## src/rtl/timer_pkg.sv

```systemverilog
package timer_pkg;
  // word index, addr[3:2]
  localparam logic [1:0] REG_LOAD  = 2'd0;
  localparam logic [1:0] REG_VALUE = 2'd1;
  localparam logic [1:0] REG_CTRL  = 2'd2;
  localparam logic [1:0] REG_CLEAR = 2'd3;

  localparam int BIT_EN   = 7;
  localparam int BIT_PER  = 6;
  localparam int BIT_FAST = 3;

  typedef struct packed {
    logic en;
    logic periodic;
    logic fast;
  } ctrl_t;
endpackage

```

## src/rtl/timer_regs.sv

```systemverilog
module timer_regs
  import timer_pkg::*;
#(
  parameter int CNT_W  = 32,
  parameter int DATA_W = 32,
  parameter int ADDR_W = 4
) (
  input  logic              clk_i,
  input  logic              rst_ni,
  input  logic [ADDR_W-1:0] addr_i,
  input  logic [DATA_W-1:0] wdata_i,
  input  logic              we_i,
  input  logic [CNT_W-1:0]  count_i,
  output ctrl_t             ctrl_o,
  output logic [CNT_W-1:0]  load_o,
  output logic              load_we_o,
  output logic              clr_we_o,
  output logic [DATA_W-1:0] rdata_o
);
  localparam int PAD_W = DATA_W - CNT_W;

  logic [1:0]        widx;
  ctrl_t             ctrl_q;
  logic [CNT_W-1:0]  load_q;
  logic [DATA_W-1:0] load_ext, cnt_ext, ctrl_rd;

  assign widx      = addr_i[3:2];
  assign load_we_o = we_i && (widx == REG_LOAD);
  assign clr_we_o  = we_i && (widx == REG_CLEAR);

  always_ff @(posedge clk_i or negedge rst_ni) begin
    if (!rst_ni) begin
      ctrl_q <= '0;
      load_q <= '0;
    end else begin
      if (we_i && widx == REG_CTRL) begin
        ctrl_q.en       <= wdata_i[BIT_EN];
        ctrl_q.periodic <= wdata_i[BIT_PER];
        ctrl_q.fast     <= wdata_i[BIT_FAST];
      end
      if (load_we_o) load_q <= wdata_i[CNT_W-1:0];
    end
  end

  assign ctrl_o = ctrl_q;
  assign load_o = load_q;

  if (PAD_W > 0) begin : g_pad
    assign load_ext = {{PAD_W{1'b0}}, load_q};
    assign cnt_ext  = {{PAD_W{1'b0}}, count_i};
  end else begin : g_full
    assign load_ext = load_q;
    assign cnt_ext  = count_i;
  end

  always_comb begin
    ctrl_rd           = '0;
    ctrl_rd[BIT_EN]   = ctrl_q.en;
    ctrl_rd[BIT_PER]  = ctrl_q.periodic;
    ctrl_rd[BIT_FAST] = ctrl_q.fast;
    case (widx)
      REG_LOAD:  rdata_o = load_ext;
      REG_VALUE: rdata_o = cnt_ext;
      REG_CTRL:  rdata_o = ctrl_rd;
      default:   rdata_o = '0;
    endcase
  end

  assert_ctrl_rsvd_R2: assert property (@(posedge clk_i) disable iff (!rst_ni)
    (widx == REG_CTRL) |-> (rdata_o[2:0] == 3'b0 && rdata_o[5:4] == 2'b0 &&
                            (rdata_o >> 8) == '0));
  assert_clear_reads_zero_R2: assert property (@(posedge clk_i) disable iff (!rst_ni)
    (widx == REG_CLEAR) |-> rdata_o == '0);
  assert_ctrl_stable_R2: assert property (@(posedge clk_i) disable iff (!rst_ni)
    !(we_i && widx == REG_CTRL) |=> $stable(ctrl_q));
endmodule

```

## src/rtl/timer_core.sv

```systemverilog
module timer_core
  import timer_pkg::*;
#(
  parameter int CNT_W = 32
) (
  input  logic             clk_i,
  input  logic             rst_ni,
  input  ctrl_t            ctrl_i,
  input  logic [CNT_W-1:0] load_i,
  input  logic             load_we_i,
  input  logic [CNT_W-1:0] load_data_i,
  input  logic             tick_fast_i,
  input  logic             tick_slow_i,
  output logic [CNT_W-1:0] count_o,
  output logic             uf_o
);
  logic [CNT_W-1:0] count_q;
  logic             tick_sel, step, at_zero;

  assign tick_sel = ctrl_i.fast ? tick_fast_i : tick_slow_i;
  assign step     = ctrl_i.en && tick_sel;
  assign at_zero  = (count_q == '0);
  assign uf_o     = step && at_zero;

  always_ff @(posedge clk_i or negedge rst_ni) begin
    if (!rst_ni) begin
      count_q <= '0;
    end else if (load_we_i && !ctrl_i.en) begin
      count_q <= load_data_i;
    end else if (step) begin
      if (at_zero) count_q <= ctrl_i.periodic ? load_i : '1;
      else         count_q <= count_q - 1'b1;
    end
  end

  assign count_o = count_q;

  assert_hold_off_R3: assert property (@(posedge clk_i) disable iff (!rst_ni)
    (!ctrl_i.en && !load_we_i) |=> $stable(count_q));
  assert_other_tick_R4: assert property (@(posedge clk_i) disable iff (!rst_ni)
    (ctrl_i.en && !(ctrl_i.fast ? tick_fast_i : tick_slow_i)) |=> $stable(count_q));
  assert_decrement_R5: assert property (@(posedge clk_i) disable iff (!rst_ni)
    (step && count_q != '0) |=> count_q == CNT_W'($past(count_q) - 1'b1));
  assert_reload_R6: assert property (@(posedge clk_i) disable iff (!rst_ni)
    (uf_o && ctrl_i.periodic) |=> count_q == $past(load_i));
  assert_wrap_R7: assert property (@(posedge clk_i) disable iff (!rst_ni)
    (uf_o && !ctrl_i.periodic) |=> count_q == '1);
endmodule

```

## src/rtl/timer_irq.sv

```systemverilog
module timer_irq (
  input  logic clk_i,
  input  logic rst_ni,
  input  logic uf_i,
  input  logic clr_i,
  output logic irq_o
);
  logic irq_q;

  // underflow outranks the acknowledge
  always_ff @(posedge clk_i or negedge rst_ni) begin
    if (!rst_ni)    irq_q <= 1'b0;
    else if (uf_i)  irq_q <= 1'b1;
    else if (clr_i) irq_q <= 1'b0;
  end

  assign irq_o = irq_q;

  assert_irq_set_R8: assert property (@(posedge clk_i) disable iff (!rst_ni)
    uf_i |=> irq_o);
  assert_irq_hold_R8: assert property (@(posedge clk_i) disable iff (!rst_ni)
    (irq_o && !clr_i) |=> irq_o);
  assert_irq_clear_R9: assert property (@(posedge clk_i) disable iff (!rst_ni)
    (clr_i && !uf_i) |=> !irq_o);
  assert_irq_source_R8: assert property (@(posedge clk_i) disable iff (!rst_ni)
    (!irq_o && !uf_i) |=> !irq_o);
endmodule

```

## src/rtl/down_timer.sv

```systemverilog
module down_timer
  import timer_pkg::*;
#(
  parameter int CNT_W  = 32,
  parameter int DATA_W = 32,
  parameter int ADDR_W = 4
) (
  input  logic              clk_i,
  input  logic              rst_ni,
  input  logic [ADDR_W-1:0] addr_i,
  input  logic [DATA_W-1:0] wdata_i,
  input  logic              we_i,
  output logic [DATA_W-1:0] rdata_o,
  input  logic              tick_fast_i,
  input  logic              tick_slow_i,
  output logic              irq_o
);
  ctrl_t            ctrl;
  logic [CNT_W-1:0] load, count;
  logic             load_we, clr_we, uf;

  timer_regs #(.CNT_W(CNT_W), .DATA_W(DATA_W), .ADDR_W(ADDR_W)) i_regs (
    .clk_i, .rst_ni, .addr_i, .wdata_i, .we_i,
    .count_i   (count),
    .ctrl_o    (ctrl),
    .load_o    (load),
    .load_we_o (load_we),
    .clr_we_o  (clr_we),
    .rdata_o
  );

  timer_core #(.CNT_W(CNT_W)) i_core (
    .clk_i, .rst_ni,
    .ctrl_i      (ctrl),
    .load_i      (load),
    .load_we_i   (load_we),
    .load_data_i (wdata_i[CNT_W-1:0]),
    .tick_fast_i, .tick_slow_i,
    .count_o     (count),
    .uf_o        (uf)
  );

  timer_irq i_irq (
    .clk_i, .rst_ni,
    .uf_i  (uf),
    .clr_i (clr_we),
    .irq_o
  );
endmodule

```

## config.mk

```make
export PLATFORM = sky130hd
export DESIGN_NAME = down_timer
export DESIGN_NICKNAME = d
export VERILOG_FILES = /design/src/rtl/timer_pkg.sv /design/src/rtl/timer_regs.sv /design/src/rtl/timer_core.sv /design/src/rtl/timer_irq.sv /design/src/rtl/down_timer.sv
export SDC_FILE = /design/constraint.sdc
export NUM_CORES = 1
export LEC_CHECK = 0
export ABC_AREA = 0
export BUFFER_PORTS_ARGS = -buffer_cell sky130_fd_sc_hd__buf_4
export CAP_MARGIN = 10
export CORE_ASPECT_RATIO = 1.1
export CORE_MARGIN = 2
export CORE_UTILIZATION = 54
export DETAILED_ROUTE_END_ITERATION = 7
export GPL_TIMING_DRIVEN = 0
export PLACE_DENSITY_LB_ADDON = 0.2
export SKIP_CTS_REPAIR_TIMING = 1
export SYNTH_ARGS = -nofsm -noshare
export SYNTH_HDL_FRONTEND = slang
export SYNTH_SLANG_ARGS = --single-unit
```

## constraint.sdc

```tcl
create_clock -name clk_i -period 3.1 [get_ports clk_i]
set_input_delay 0.31 -clock clk_i [delete_from_list [all_inputs] [get_ports clk_i]]
set_output_delay 0.31 -clock clk_i [all_outputs]
set_load 0.005 [all_outputs]
```

# Yosys cells after proc, flatten, opt, wreduce, memory -nomap -nowiden
# Index checks and enable logic that the tools add are counted.
# word_totals
reg_bits	68
latchBits	0
mem_bits_rw	0
romBits	0
in_bits	41
output_inout_bits	33
memories	0
# op_classes
add_sub_neg	1
mul	0
n_div	0
magnitude_cmp	0
n_eq_ne	3
shift	0
mux	8
n_bitwise	0
n_reduce_logical	11
# ops
operator	n
2-to-1 mux 32 bit	4
one-hot mux 32 bit (3 select lines)	1
zero test 32 bit	1
subtractor 32 x 1 -> 32 bit (second input constant)	1
logical AND 1 bit	6
equality test 2 bit (second input constant)	2
nonzero test 2 bit	2
2-to-1 mux 1 bit	3
equality test 2 x 1 -> 1 bit (second input constant)	1
zero test 2 bit	1
zero test 1 bit	1

# Longest topological paths before layout
# depth
depth_word	4
ltp_mapped	9

# Hierarchy
# From an unflattened synthesis, not the netlist that was laid out.
# hier_totals
cells_unflattened	450
area_unflattened_um2	4359.2
# by_module_without_submodules
mod	instances	cells_per_inst	area_each_um2	seq_area_each_um2
timer_core	1	298	2483.6	800.8
timer_regs	1	149	1839.3	875.8
timer_irq	1	3	36.3	25.0

# Worst setup path after synthesis
# No wires, ideal clock.
# synth_timing
path_type	register to register
start	register i_core.count_q[12], in the netlist i_core.count_o[12]
end	register i_core.count_q[23], in the netlist i_core.count_o[23]
setup_time_ns	0.126
t_arrival_ns	2.470
t_required_ns	2.974
setup_slack_ns	0.504
stages_incl_launch_ff	10
period_less_slack_ns	2.596
cell_sequence	dfrtp_1 buf_6 or4_4 buf_6 or4_4 buf_6 o41a_1 nor2_1 a211oi_1 a221o_1
# synth_between
elab_chain_cells	4
elab_cells_between_ends	5
cone_classes	1 x add/sub; 3 x mux; 1 x reduce/logical
# synth_lines
element	line_no	rtl
from (decl)	timer_core.sv:17	logic [CNT_W-1:0] count_q;
from (signal assigned)	timer_core.sv:29	count_q <= load_data_i;
from (signal assigned)	timer_core.sv:31	if (at_zero) count_q <= ctrl_i.periodic ? load_i : '1;
from (signal assigned)	timer_core.sv:32	else count_q <= count_q - 1'b1;
subtractor 32 x 1 -> 32 bit or zero test 32 bit (tied branches)	timer_core.sv:32, timer_core.sv:22	
2-to-1 mux 32 bit (*)	timer_core.sv:31	
2-to-1 mux 32 bit (*)	timer_core.sv:30	end else if (step) begin
2-to-1 mux 32 bit (*)	timer_core.sv:28	end else if (load_we_i && !ctrl_i.en) begin
# Every way passes the cells marked *; elsewhere a longest branch is shown, timed or not. The select of a mux whose other input is x is not followed.
# A chain may end at the register's enable or synchronous reset.

# Final worst setup path
# layout_timing
start	register i_core.count_q[3], in the netlist i_core.count_o[3]
end	register i_core.count_q[29], in the netlist i_core.count_o[29]
# The elaborated chain is that of the path after synthesis.

==> key figures <==
Routing
  – WL final: 12,400 um
  – Routed vias/inst: 6.28
  – Via count: 3,926
  – Pre-antenna DRT Iters: 8
  – Drt drc: 0
  – WL per Instance: 19.9 um
  – DR iter-0 viols: 342
  – Antenna Nets Post-Route: 0

Layout
  – Non-Filler Instances: 625
  – Area Overhead vs Synth: 20.9%
  – Design area: 5200 sq um
  – FILL cells: 657
  – Fraction of layout cells with a size suffix above 1: 26.1%
  – Commonest non-fill, non-tap cell in the layout: buf_4
  – Layout Utilization: 66.4%
  – N_diodes: 0
  – Nets: 555
  – Commonest cells after routing, fill and taps aside: buf_4, dfrtp_1, nor2_1

STA
  – Endpoints failing setup: 0
  – Worst hold slack: 71.8 ps
  – Slew at the pin closest to its max-slew limit: 996 ps
  – Slew HR: 33.6%
  – Achievable frequency: 339 MHz
  – Hold Violations, Final: 0
  – Fin crit period: 2950 ps
  – Setup tns final: 0 ps
  – Slew Limit Fails: 0
  – Fin crit share: 95.3%
  – Clk_skew: 8.48 ps

Synthesis
  – Seq/Total Area, Yosys: 39.6%
  – Flops & latches, synth: 68
  – Fraction of registers with async set/reset: 100%
  – Cells after synthesis: 432
  – Synthesis warning total: 0
  – Syn_nets: 475
  – Post-synth EDFFs: 0
  – Number of distinct library cells after synthesis: 47
  – Synth Flop Type: dfrtp_1
  – Avg Inst Size Synth: 9.96 sq um
  – Synth Cell Area: 4300 sq um

Power and ir drop
  – Peak VDD IR: 0.343 mV
  – Pwr per Cell Area: 741 nW/um^2
  – Leak: 0.00217 uW

Setup path
  – Kind of critical path: flop to flop
  – Crit path buf inv count: 3
  – Most frequent CP cell: clkbuf_1
  – Crit end category: flop
  – Cell family with most CP delay: simple AND/OR/NAND/NOR gates
  – CP max FO: 10
  – Setup crit start kind: flop
  – CP max stage delay: 580 ps
  – Arrival time at the worst endpoint: 3160 ps
  – CP cell instances: clkbuf_1 > or4_1 > nor4_1 > nand4_1 > clkbuf_1 > clkbuf_2 > nor3b_1 > o31ai_1
  – Slowest-stage cell, CP: or4_1
  – Required @ worst endpoint: 3310 ps

Die
  – Die Area: 8700 sq um
  – Placement Rows: 34
  – Initial Util: 55.0%
  – Io pins: 74
  – Chip height: 97.6 um
  – Die width: 89.1 um
  – Core ar.: 7830 sq um

Global route
  – Largest net degree at the start of global routing: 69
  – Vias in the first global route: 3,902
  – First-pass GRT wire length: 19,600 um
  – Gr usage total: 29.7%
  – Grt ovf: 0
  – Initial antenna violation count: 0

Clock network
  – Worst-path clk slew: 70 ps
  – Clock Latency Late Sink: 350 ps
  – CTS Buf Count: 9
  – CTS tree: done
  – CTS root buf: clkbuf_8
  – H-tree lvl count: 3
  – Clock buffer depth: 2
  – Clk sinks: 68

Run
  – Max-cap viol count: 0

Min path
  – Min-delay worst type: input port to asynchronous set/reset pin

Place
  – Placed Cells: 609
  – IO buf count: 69
  – Placed wire-length estimate: 8520 um
  – Gpl congestion: 0.897
  – Dpl cell area: 4950 sq um

Outcome
  – Outcome: finished clean
## state kept, by name, indices dropped and copies added (netlist names)
name / count
i_regs.load_o: 32
i_regs.ctrl_o: 3
i_core.count_o: 32
i_irq.irq_o: 1
## area by class of cell
class                      instances  area (sq um)  share of cell area (%)
sequential                        68          1700                    32.7
inverter                           4          15.0                   0.289
clock buffer                      12           145                    2.79
clock inverter                     4          72.6                    1.40
tap                              108           135                    2.60
multi-input combinational        322          2440                    47.0
buffer                            38           170                    3.27
timing repair buffer              69           518                    9.96
## worst paths after layout
kind / startpoint / end / slack, ps / depth (start not counted)
setup reg to reg: i_core.count_o[3]$_DFFE_PN0P_ / i_core.count_o[29]$_DFFE_PN0P_ / 150 / 8
max in group asynchronous: rst_ni / i_core.count_o[14]$_DFFE_PN0P_ / 2410 / 1
setup / recovery: i_core.count_o[3]$_DFFE_PN0P_ / i_core.count_o[29]$_DFFE_PN0P_ / 150 / 8
min in group clk_i: wdata_i[17] / i_regs.load_o[17]$_DFFE_PN0P_ / 200 / 3
hold reg to reg: i_irq.irq_o$_DFFE_PN0P_ / i_irq.irq_o$_DFFE_PN0P_ / 510 / 2
hold / removal: rst_ni / i_regs.ctrl_o[0]$_DFFE_PN0P_ / 70 / 1
## per-layer routing
layer / up-vias / global-route usage (%) / part of all wire [%]
li1: 1774 / - / -
met1: 1971 / 39.4 / 43
met2: 154 / 48.0 / 49
met3: 27 / 5.01 / 5.7
met4: 0 / 11.0 / 2.4
met5: - / 0 / 0
## kinds of logic (layout without fill, tap and decap cells)
kind of cell	count (synthesis)	after routing	share of synthesized area (%)
AND/OR/NAND/NOR	150	150	20.2
AO/OA/AOI/OAI	82	82	14.5
flip-flops	68	68	39.6
multiplexers	67	67	16.6
buffers and inverters	42	127	4.28
XOR/XNOR	21	21	4.28
adder cells (fa/ha/maj)	2	2	0.582
## synth_stat cells, types with 2 or more instances
| library cell | n | area (sq um) |
|---|---|---|
| dfrtp_1 | 68 | 1700 |
| nor2_1 | 51 | 191 |
| mux2_2 | 35 | 394 |
| mux2i_1 | 32 | 320 |
| clkbuf_1 | 31 | 116 |
| nor3b_1 | 29 | 218 |
| a211oi_1 | 15 | 113 |
| a221o_1 | 15 | 150 |
| o31ai_1 | 15 | 113 |
| a22oi_1 | 13 | 97.6 |
| xnor2_1 | 13 | 114 |
| nand2_1 | 11 | 41.3 |
| nor3_1 | 10 | 50.1 |
| o21ai_0 | 10 | 50.1 |
| xor2_1 | 8 | 70.1 |
| nand3_1 | 7 | 35.0 |
| a21oi_1 | 6 | 30.0 |
| nor4_1 | 5 | 31.3 |
| or3_1 | 5 | 31.3 |
| inv_1 | 4 | 15.0 |
| nor4_2 | 4 | 50.1 |
| or4_1 | 4 | 30.0 |
| buf_2 | 3 | 15.0 |
| buf_6 | 3 | 33.8 |
| nand2b_1 | 3 | 18.8 |
| a21o_1 | 2 | 15.0 |
| a22o_1 | 2 | 17.5 |
| and3_1 | 2 | 12.5 |
| ha_1 | 2 | 25.0 |
| nand3b_1 | 2 | 15.0 |
| nand4_1 | 2 | 12.5 |
| nand4b_1 | 2 | 17.5 |
| nor2b_1 | 2 | 12.5 |
| nor4b_1 | 2 | 17.5 |
| or4_4 | 2 | 22.5 |
## where the power goes
part	leakage (uW)	internal (uW)	total, uW	switching, uW
clock	0.000107	475	820	345
combinational	0.00122	762	1530	764
sequential	0.000835	1150	1510	354
## stage by stage
stage	power (uW)	worst slack, ps
global route	4080	-20.0
floorplan	2480	504
global placement	2920	204
CTS	3790	177
finish	3850	147
detailed placement	2970	118
Power figures use the tool's default switching activity.
